**config.mk**
```make
export PLATFORM = sky130hd
export DESIGN_NAME = sreg_guard
export DESIGN_NICKNAME = d
export VERILOG_FILES = /design/src/rtl/sreg_pkg.sv /design/src/rtl/sreg_range_decode.sv /design/src/rtl/sreg_wel.sv /design/src/rtl/sreg_guard.sv
export SDC_FILE = /design/constraint.sdc
export NUM_CORES = 1
export LEC_CHECK = 0
export BUFFER_PORTS_ARGS = -buffer_cell sky130_fd_sc_hd__buf_2
export CAP_MARGIN = 15
export CORE_AREA = 2 2 39 41
export DETAILED_ROUTE_END_ITERATION = 10
export DIE_AREA = 0 0 41 43
export PLACE_DENSITY = 0.71
export SLEW_MARGIN = 15
export SYNTH_ARGS = -nofsm -noshare
export SYNTH_HDL_FRONTEND = slang
export SYNTH_SLANG_ARGS = --single-unit
```
**constraint.sdc**
```tcl
create_clock -name clk -period 2.5 [get_ports clk]
set_input_delay 0.125 -clock clk [delete_from_list [all_inputs] [get_ports clk]]
set_output_delay 0.125 -clock clk [all_outputs]
set_load 0.005 [all_outputs]
```
**src/rtl/sreg_pkg.sv**
```systemverilog
package sreg_pkg;

    typedef enum logic [0:0] {
        ST_IDLE    = 1'b0,
        ST_SR_BUSY = 1'b1
    } sreg_state_e;

    // retained configuration bits
    typedef struct packed {
        logic       lock;
        logic [1:0] range;
    } sreg_nv_t;

    localparam int STAT_W    = 8;
    localparam int LOCK_POS  = 7;
    localparam int RNG_HI    = 3;
    localparam int RNG_LO    = 2;

endpackage

```
**src/rtl/sreg_range_decode.sv**
```systemverilog
module sreg_range_decode #(
    parameter int ADDR_W = 14
) (
    input  logic [1:0]        range,
    input  logic [ADDR_W-1:0] addr,
    output logic              hit
);
    localparam int TOP = ADDR_W - 1;

    generate
        if (ADDR_W < 2) begin : g_tiny
            // too narrow for quarter split: any nonzero range protects all
            always_comb hit = |range;
        end else begin : g_norm
            always_comb begin
                unique case (range)
                    2'b00: hit = 1'b0;
                    2'b01: hit = &addr[TOP -: 2];   // top quarter
                    2'b10: hit = addr[TOP];         // top half
                    default: hit = 1'b1;            // whole array
                endcase
            end
        end
    endgenerate
endmodule

```
**src/rtl/sreg_wel.sv**
```systemverilog
module sreg_wel (
    input  logic clk,
    input  logic rst_n,
    input  logic brownout,
    input  logic wr_done,
    input  logic clr,
    input  logic set,
    input  logic busy,
    output logic wel
);
    logic kill;
    assign kill = brownout | wr_done | clr;

    always_ff @(posedge clk or negedge rst_n) begin
        if (!rst_n)
            wel <= 1'b0;
        else if (kill)
            wel <= 1'b0;
        else if (set && !busy)
            wel <= 1'b1;
    end
endmodule

```
**src/rtl/sreg_guard.sv**
```systemverilog
module sreg_guard
    import sreg_pkg::*;
#(
    parameter int ADDR_W = 14
) (
    input  logic              clk,
    input  logic              rst_n,
    input  logic              brownout,
    input  logic              wel_set,
    input  logic              wel_clr,
    input  logic              sr_wr_req,
    input  logic [7:0]        sr_wr_data,
    input  logic              wr_done,
    input  logic              wip_in,
    input  logic              wp_n,
    input  logic [ADDR_W-1:0] mem_addr,
    output logic [7:0]        status,
    output logic              mem_wr_ok,
    output logic              sr_wr_ok
);
    sreg_state_e state_q, state_d;
    sreg_nv_t    nv_q, nv_d, pend_q, pend_d;
    logic        wel;
    logic        busy;
    logic        hw_lock;
    logic        prot_hit;

    sreg_range_decode #(.ADDR_W(ADDR_W)) u_range (
        .range (nv_q.range),
        .addr  (mem_addr),
        .hit   (prot_hit)
    );

    sreg_wel u_wel (
        .clk      (clk),
        .rst_n    (rst_n),
        .brownout (brownout),
        .wr_done  (wr_done),
        .clr      (wel_clr),
        .set      (wel_set),
        .busy     (busy),
        .wel      (wel)
    );

    // state and retained bits
    always_ff @(posedge clk or negedge rst_n) begin
        if (!rst_n) begin
            state_q <= ST_IDLE;
            nv_q    <= '0;
            pend_q  <= '0;
        end else begin
            state_q <= state_d;
            nv_q    <= nv_d;
            pend_q  <= pend_d;
        end
    end

    // transitions: accept, commit, abort
    always_comb begin
        state_d = state_q;
        nv_d    = nv_q;
        pend_d  = pend_q;
        unique case (state_q)
            ST_IDLE: begin
                if (!brownout && sr_wr_req && sr_wr_ok) begin
                    state_d = ST_SR_BUSY;
                    pend_d  = {sr_wr_data[LOCK_POS], sr_wr_data[RNG_HI:RNG_LO]};
                end
            end
            ST_SR_BUSY: begin
                if (brownout) begin
                    state_d = ST_IDLE;
                end else if (wr_done) begin
                    state_d = ST_IDLE;
                    nv_d    = pend_q;
                end
            end
            default: state_d = ST_IDLE;
        endcase
    end

    // outputs
    always_comb begin
        busy      = wip_in | (state_q == ST_SR_BUSY);
        hw_lock   = nv_q.lock & ~wp_n;
        sr_wr_ok  = wel & ~busy & ~hw_lock;
        mem_wr_ok = wel & ~busy & ~prot_hit;
        status    = {nv_q.lock, 3'b000, nv_q.range, wel, busy};
    end

endmodule

```
# Word-level counts from Yosys, hierarchy flattened
# Index checks and enable logic that the tools add are counted.
# Widths: inputs -> output; s select.
[word_totals] reg_bits=8
[op_classes] eq_ne=2 muxes=7 bitwise=13 reduce_logical=10
[ops] cell="$not 1->1" count=6
[ops] cell="$mux 1" count=5
[ops] cell="$and 1x1->1" count=4
[ops] cell="$reduce_and 2->1" count=2
[ops] cell="$logic_and 1x1->1" count=3
[ops] cell="$or 1x1->1" count=3
[ops] cell="$pmux 1 s3" count=1
[ops] cell="$reduce_and 3->1" count=1
[ops] cell="$eq 2x1->1 const B" count=1
[ops] cell="$eq 2x2->1 const B" count=1
[ops] cell="$logic_not 1->1" count=2
[ops] cell="$logic_not 2->1" count=1
[ops] cell="$pmux 1 s2" count=1
[ops] cell="$reduce_bool 2->1" count=1

# Depth between registers and ports, before layout
[depth] word_depth=7 mapped_depth=3

# By module
# A second synthesis with hierarchy kept.
[hier_totals] cells_unflattened=36 area_unflattened_um2=411.6
[modules_own_cells] mod="sreg_guard" cells_each=29 area_each_um2=349.1 instances=1 seq_area_each_um2=175.2
[modules_own_cells] mod="sreg_wel" cells_each=4 area_each_um2=48.8 instances=1 seq_area_each_um2=25.0
[modules_own_cells] mod="sreg_range_decode" cells_each=3 area_each_um2=13.8 instances=1 seq_area_each_um2=0.0

# Least setup slack after synthesis
# Ideal clock, no wire load.
[synth_timing] path_type="register to register" start="register state_q" end="register pend_q[0] (netlist bit)" n_path_buf=0 arrival_time_ns=1.120 required_ns=2.372 stages_incl_launch_ff=4 slack_ns=1.252 synth_period_minus_slack_ns=1.248 cell_sequence="dfrtp_1 -> nor3b_4 -> nand4b_2 -> mux2_1"
[synth_via] elab_chain_cells=6
[synth_lines] element="from (decl)" line_no="sreg_guard.sv:21" rtl="sreg_state_e state_q, state_d;"
[synth_lines] element="from (signal assigned)" line_no="sreg_guard.sv:52" rtl="state_q <= state_d;"
[synth_lines] element="$or 1x1->1" line_no="sreg_guard.sv:84" rtl="busy = wip_in | (state_q == ST_SR_BUSY);"
[synth_lines] element="$not 1->1" line_no="sreg_guard.sv:86" rtl="sr_wr_ok = wel & ~busy & ~hw_lock;"
[synth_lines] element="$and 1x1->1 (2 in series)" line_no="sreg_guard.sv:86"
[synth_lines] element="$logic_and 1x1->1" line_no="sreg_guard.sv:65" rtl="if (!brownout && sr_wr_req && sr_wr_ok) begin"
[synth_lines] element="$reduce_and 2->1 (no source line) (*)"
[synth_lines] element="to (signal assigned)" line_no="sreg_guard.sv:54" rtl="pend_q <= pend_d;"
[synth_lines] element="to (decl)" line_no="sreg_guard.sv:22" rtl="sreg_nv_t nv_q, nv_d, pend_q, pend_d;"
# Mark *: on every way between the ends. The rest lies on a longest branch, timed or not.
# A chain may end at the register's enable or synchronous reset.

# Worst setup path in the final report
[layout_timing] start="register state_q" end="output mem_wr_ok"
[layout_via] elab_chain_cells=4
[layout_lines] element="$or 1x1->1" line_no="sreg_guard.sv:84"
[layout_lines] element="$not 1->1" line_no="sreg_guard.sv:87" rtl="mem_wr_ok = wel & ~busy & ~prot_hit;"
[layout_lines] element="$and 1x1->1 (2 in series)" line_no="sreg_guard.sv:87"
[layout_lines] element="to (decl)" line_no="sreg_guard.sv:18" rtl="output logic mem_wr_ok,"
# No other way between the ends.

==> summary.md <==
| Metric | Value |
|---|---|
| Status | `complete, no violations` |
| Multi-input combinational cell area | `between 150 and 200 um2` |
| Die outline area | `1763 um2` |
| Crit path DAT | `around 1.3 ns` |
| Hold Path Class | `in -> reg` |
| Crit-path max FO | `4` |
| Register area share after synthesis | `0.4834` |
| Area growth syn-to-layout | `29.61%` |
| Nets | `between 80 and 90` |
| Layer with the highest usage | `met2` |
| Worst-Skew Late Latency | `0.25 ns` |
| Initial DRT Pass Iterations | `3` |
| CTS H-tree depth | `1` |
| M1 GR Usage | `0.1137` |
| Mean Syn Cell Area | `11.83 um2` |
| Buffers on Ports | `20` |
| Most common cell after layout, fill and taps aside | `buf_2` |
| Reg clk slew, reported paths | `roughly 0.05 ns` |
| Critical Path Start Type | `flop` |
| Met3 Use GR | `0.03141` |
| Seq. cell area | `200.2 um2` |
| Pwr/cell area | `between 400 and 500 nW/um2` |
| Setup TNS | `0 ns` |
| Leak | `slightly below 0.3 nW` |
| Max-Cap Viols | `0` |
| Vias | `~320` |
| Detailed Route WL | `727 um` |
| Required time worst endpoint | `2.38 ns` |
| CTS tree | `yes` |
| Crit-path slowest cell | `dfrtp_1` |
| Number of setup violations in the final report | `0` |
| Clock sinks | `8` |
| Clk root buf | `clkbuf_4` |
| FP Rows | `14` |
| Final HPWL DP | `609.1 um` |
| Worst hold slack | `~0.025 ns` |
| Largest net degree at the start of global routing | `9` |
| Initial antenna violation count | `0` |
| Syn Inst Count | `35` |
| WL/cell | `a little over 10 um` |
| Gr usage total | `0.09146` |
| Share of layout cells above drive strength 1 | `0.5179` |
| Die W | `slightly above 40 um` |
| Max-slew violations | `0` |
| Post-CTS Setup Bufs | `0` |
| Worst-case clock buffer depth | `2` |
| CP endpoint kind | `primary output` |
| Clk_skew | `~0.0028 ns` |
| # resized after CTS | `0` |
| RSZ-0062 raised after global routing | `false` |
| Mapped cell area | `~410 um2` |
| Hold_buf cts | `1` |
| Max Clk Rate | `between 700 and 800 MHz` |
| Maximum vdd drop | `between 0.15 and 0.2 mV` |
| Worst path cell trace | `nor3b_4, nand2_1, a31oi_1, buf_2` |
| Initial DRC Count | `5` |
| Number of diodes | `0` |
| Number of synthesized register bits | `8` |
| Slowest Stage Delay on Critical Path | `0.43 ns` |
| Tmin final | `1.417 ns` |
| CTS buffer count | `3` |
| Synth warn | `0` |
| Global placer's final weighted congestion | `between 0.6 and 0.7` |
| Commonest cells after routing, fill and taps aside | `buf_2 (20), dfrtp_1 (8)` |
| Vias per inst | `4.375` |
| ANT nets after route | `0` |
| Core Box Area | `1384 um2` |
| Grt total ovfl | `0` |
| Global-route wire length before repair | `1028 um` |
| Initial Utilization | `0.2993` |
| Period Utilization, post-route | `0.5669` |
| DRC Markers | `0` |
| Tot Pwr | `0.2614 mW` |
| Vias in the first global route | `between 200 and 300` |
| Number of distinct library cells after synthesis | `18` |
| Total of fill cells in the finished design | `144` |
| Met2 Usage GRT | `0.1188` |
| Hold Violations, Final | `0` |
| Kind of critical path | `reg -> out` |
| I/O Pins | `41` |
| Die H | `about 43 um` |
==> report_power, final <==
group	internal, mW	leakage (nW)	total (mW)	switching [mW]
clock network	0.0549	0.0138	0.0984	0.0435
registers	0.135	0.110	0.137	0.00232
logic	0.0144	0.170	0.0261	0.0117
==> synth_stat cells, drive strengths merged <==
cell type / instances / area [um2]
conb: 1 / 3.750
nor2: 2 / 7.510
nand2: 1 / 3.750
a21oi: 1 / 5.000
a32oi: 1 / 8.760
mux2: 6 / 67.56
dfrtp: 8 / 200.2
a31oi: 1 / 6.260
nor3b: 1 / 18.77
inv: 2 / 7.510
buf: 5 / 37.54
o21ai: 1 / 5.000
nand3b: 1 / 7.510
nand2b: 1 / 6.260
nand4b: 1 / 15.01
nor4: 1 / 6.260
and2: 1 / 7.510
==> flip-flops by register name (all words and copies together), names as in the netlist <==
| register | cells |
|---|---|
| u_wel.wel | 1 |
| status | 3 |
| pend_q | 3 |
| state_q | 1 |
==> layout make-up <==
type | instances | area share
clock buffers | 3 | 0.04196
inverters | 2 | 0.01399
multi-input cells | 22 | 0.3287
flip-flops and latches | 8 | 0.3730
well taps | 16 | 0.03730
repair buffers | 21 | 0.2051
==> per-layer routing <==
metal,routed length [um],vias up,part of all wire
met2,331,18,0.46
met4,17,0,0.023
met5,0,-,0
met3,75,2,0.10
li1,-,159,-
met1,303,136,0.42
==> per-stage QoR <==
stage,instances,setup WS [ns],utilization,instance area (um2)
floorplan,37,1.252,-,421.7
global placement,68,1.177,0.3644,504.2
detailed placement,68,1.143,0.3644,504.2
CTS,72,1.064,0.3879,536.8
global route,72,0.9950,0.3879,536.8
finish,72,1.083,0.3879,536.8
==> critical path: cells and delay by family, from the launching register on <==
| family | cells | cell delay [ns] |
|---|---|---|
| DFF | 1 | 0.43 |
| buffers and inverters | 1 | 0.12 |
| and+or+nand+nor | 2 | 0.36 |
| AOI/OAI and AO/OA | 1 | 0.12 |
==> kinds of logic after synthesis <==
kind of cell,count (synthesis),synth area share
AO/OA/AOI/OAI,4,0.06041
buffers and inverters,7,0.1088
flip-flops,8,0.4834
multiplexers,6,0.1631
other,1,0.009055
AND/OR/NAND/NOR,9,0.1753
==> worst paths after layout <==
check / start / endpoint / slack, ns / cells after the start
setup / recovery: state_q / mem_wr_ok / 1.08 / 4
hold / removal: wel_clr / u_wel.wel / 0.03 / 2
setup reg to reg: state_q / pend_q[2] / 1.15 / 3
hold reg to reg: pend_q[0] / pend_q[0] / 0.49 / 1
max in group asynchronous: rst_n / pend_q[2] / 2.08 / 2
min in group asynchronous: rst_n / status[2] / 0.25 / 2
(Power assumes the default switching activity.)
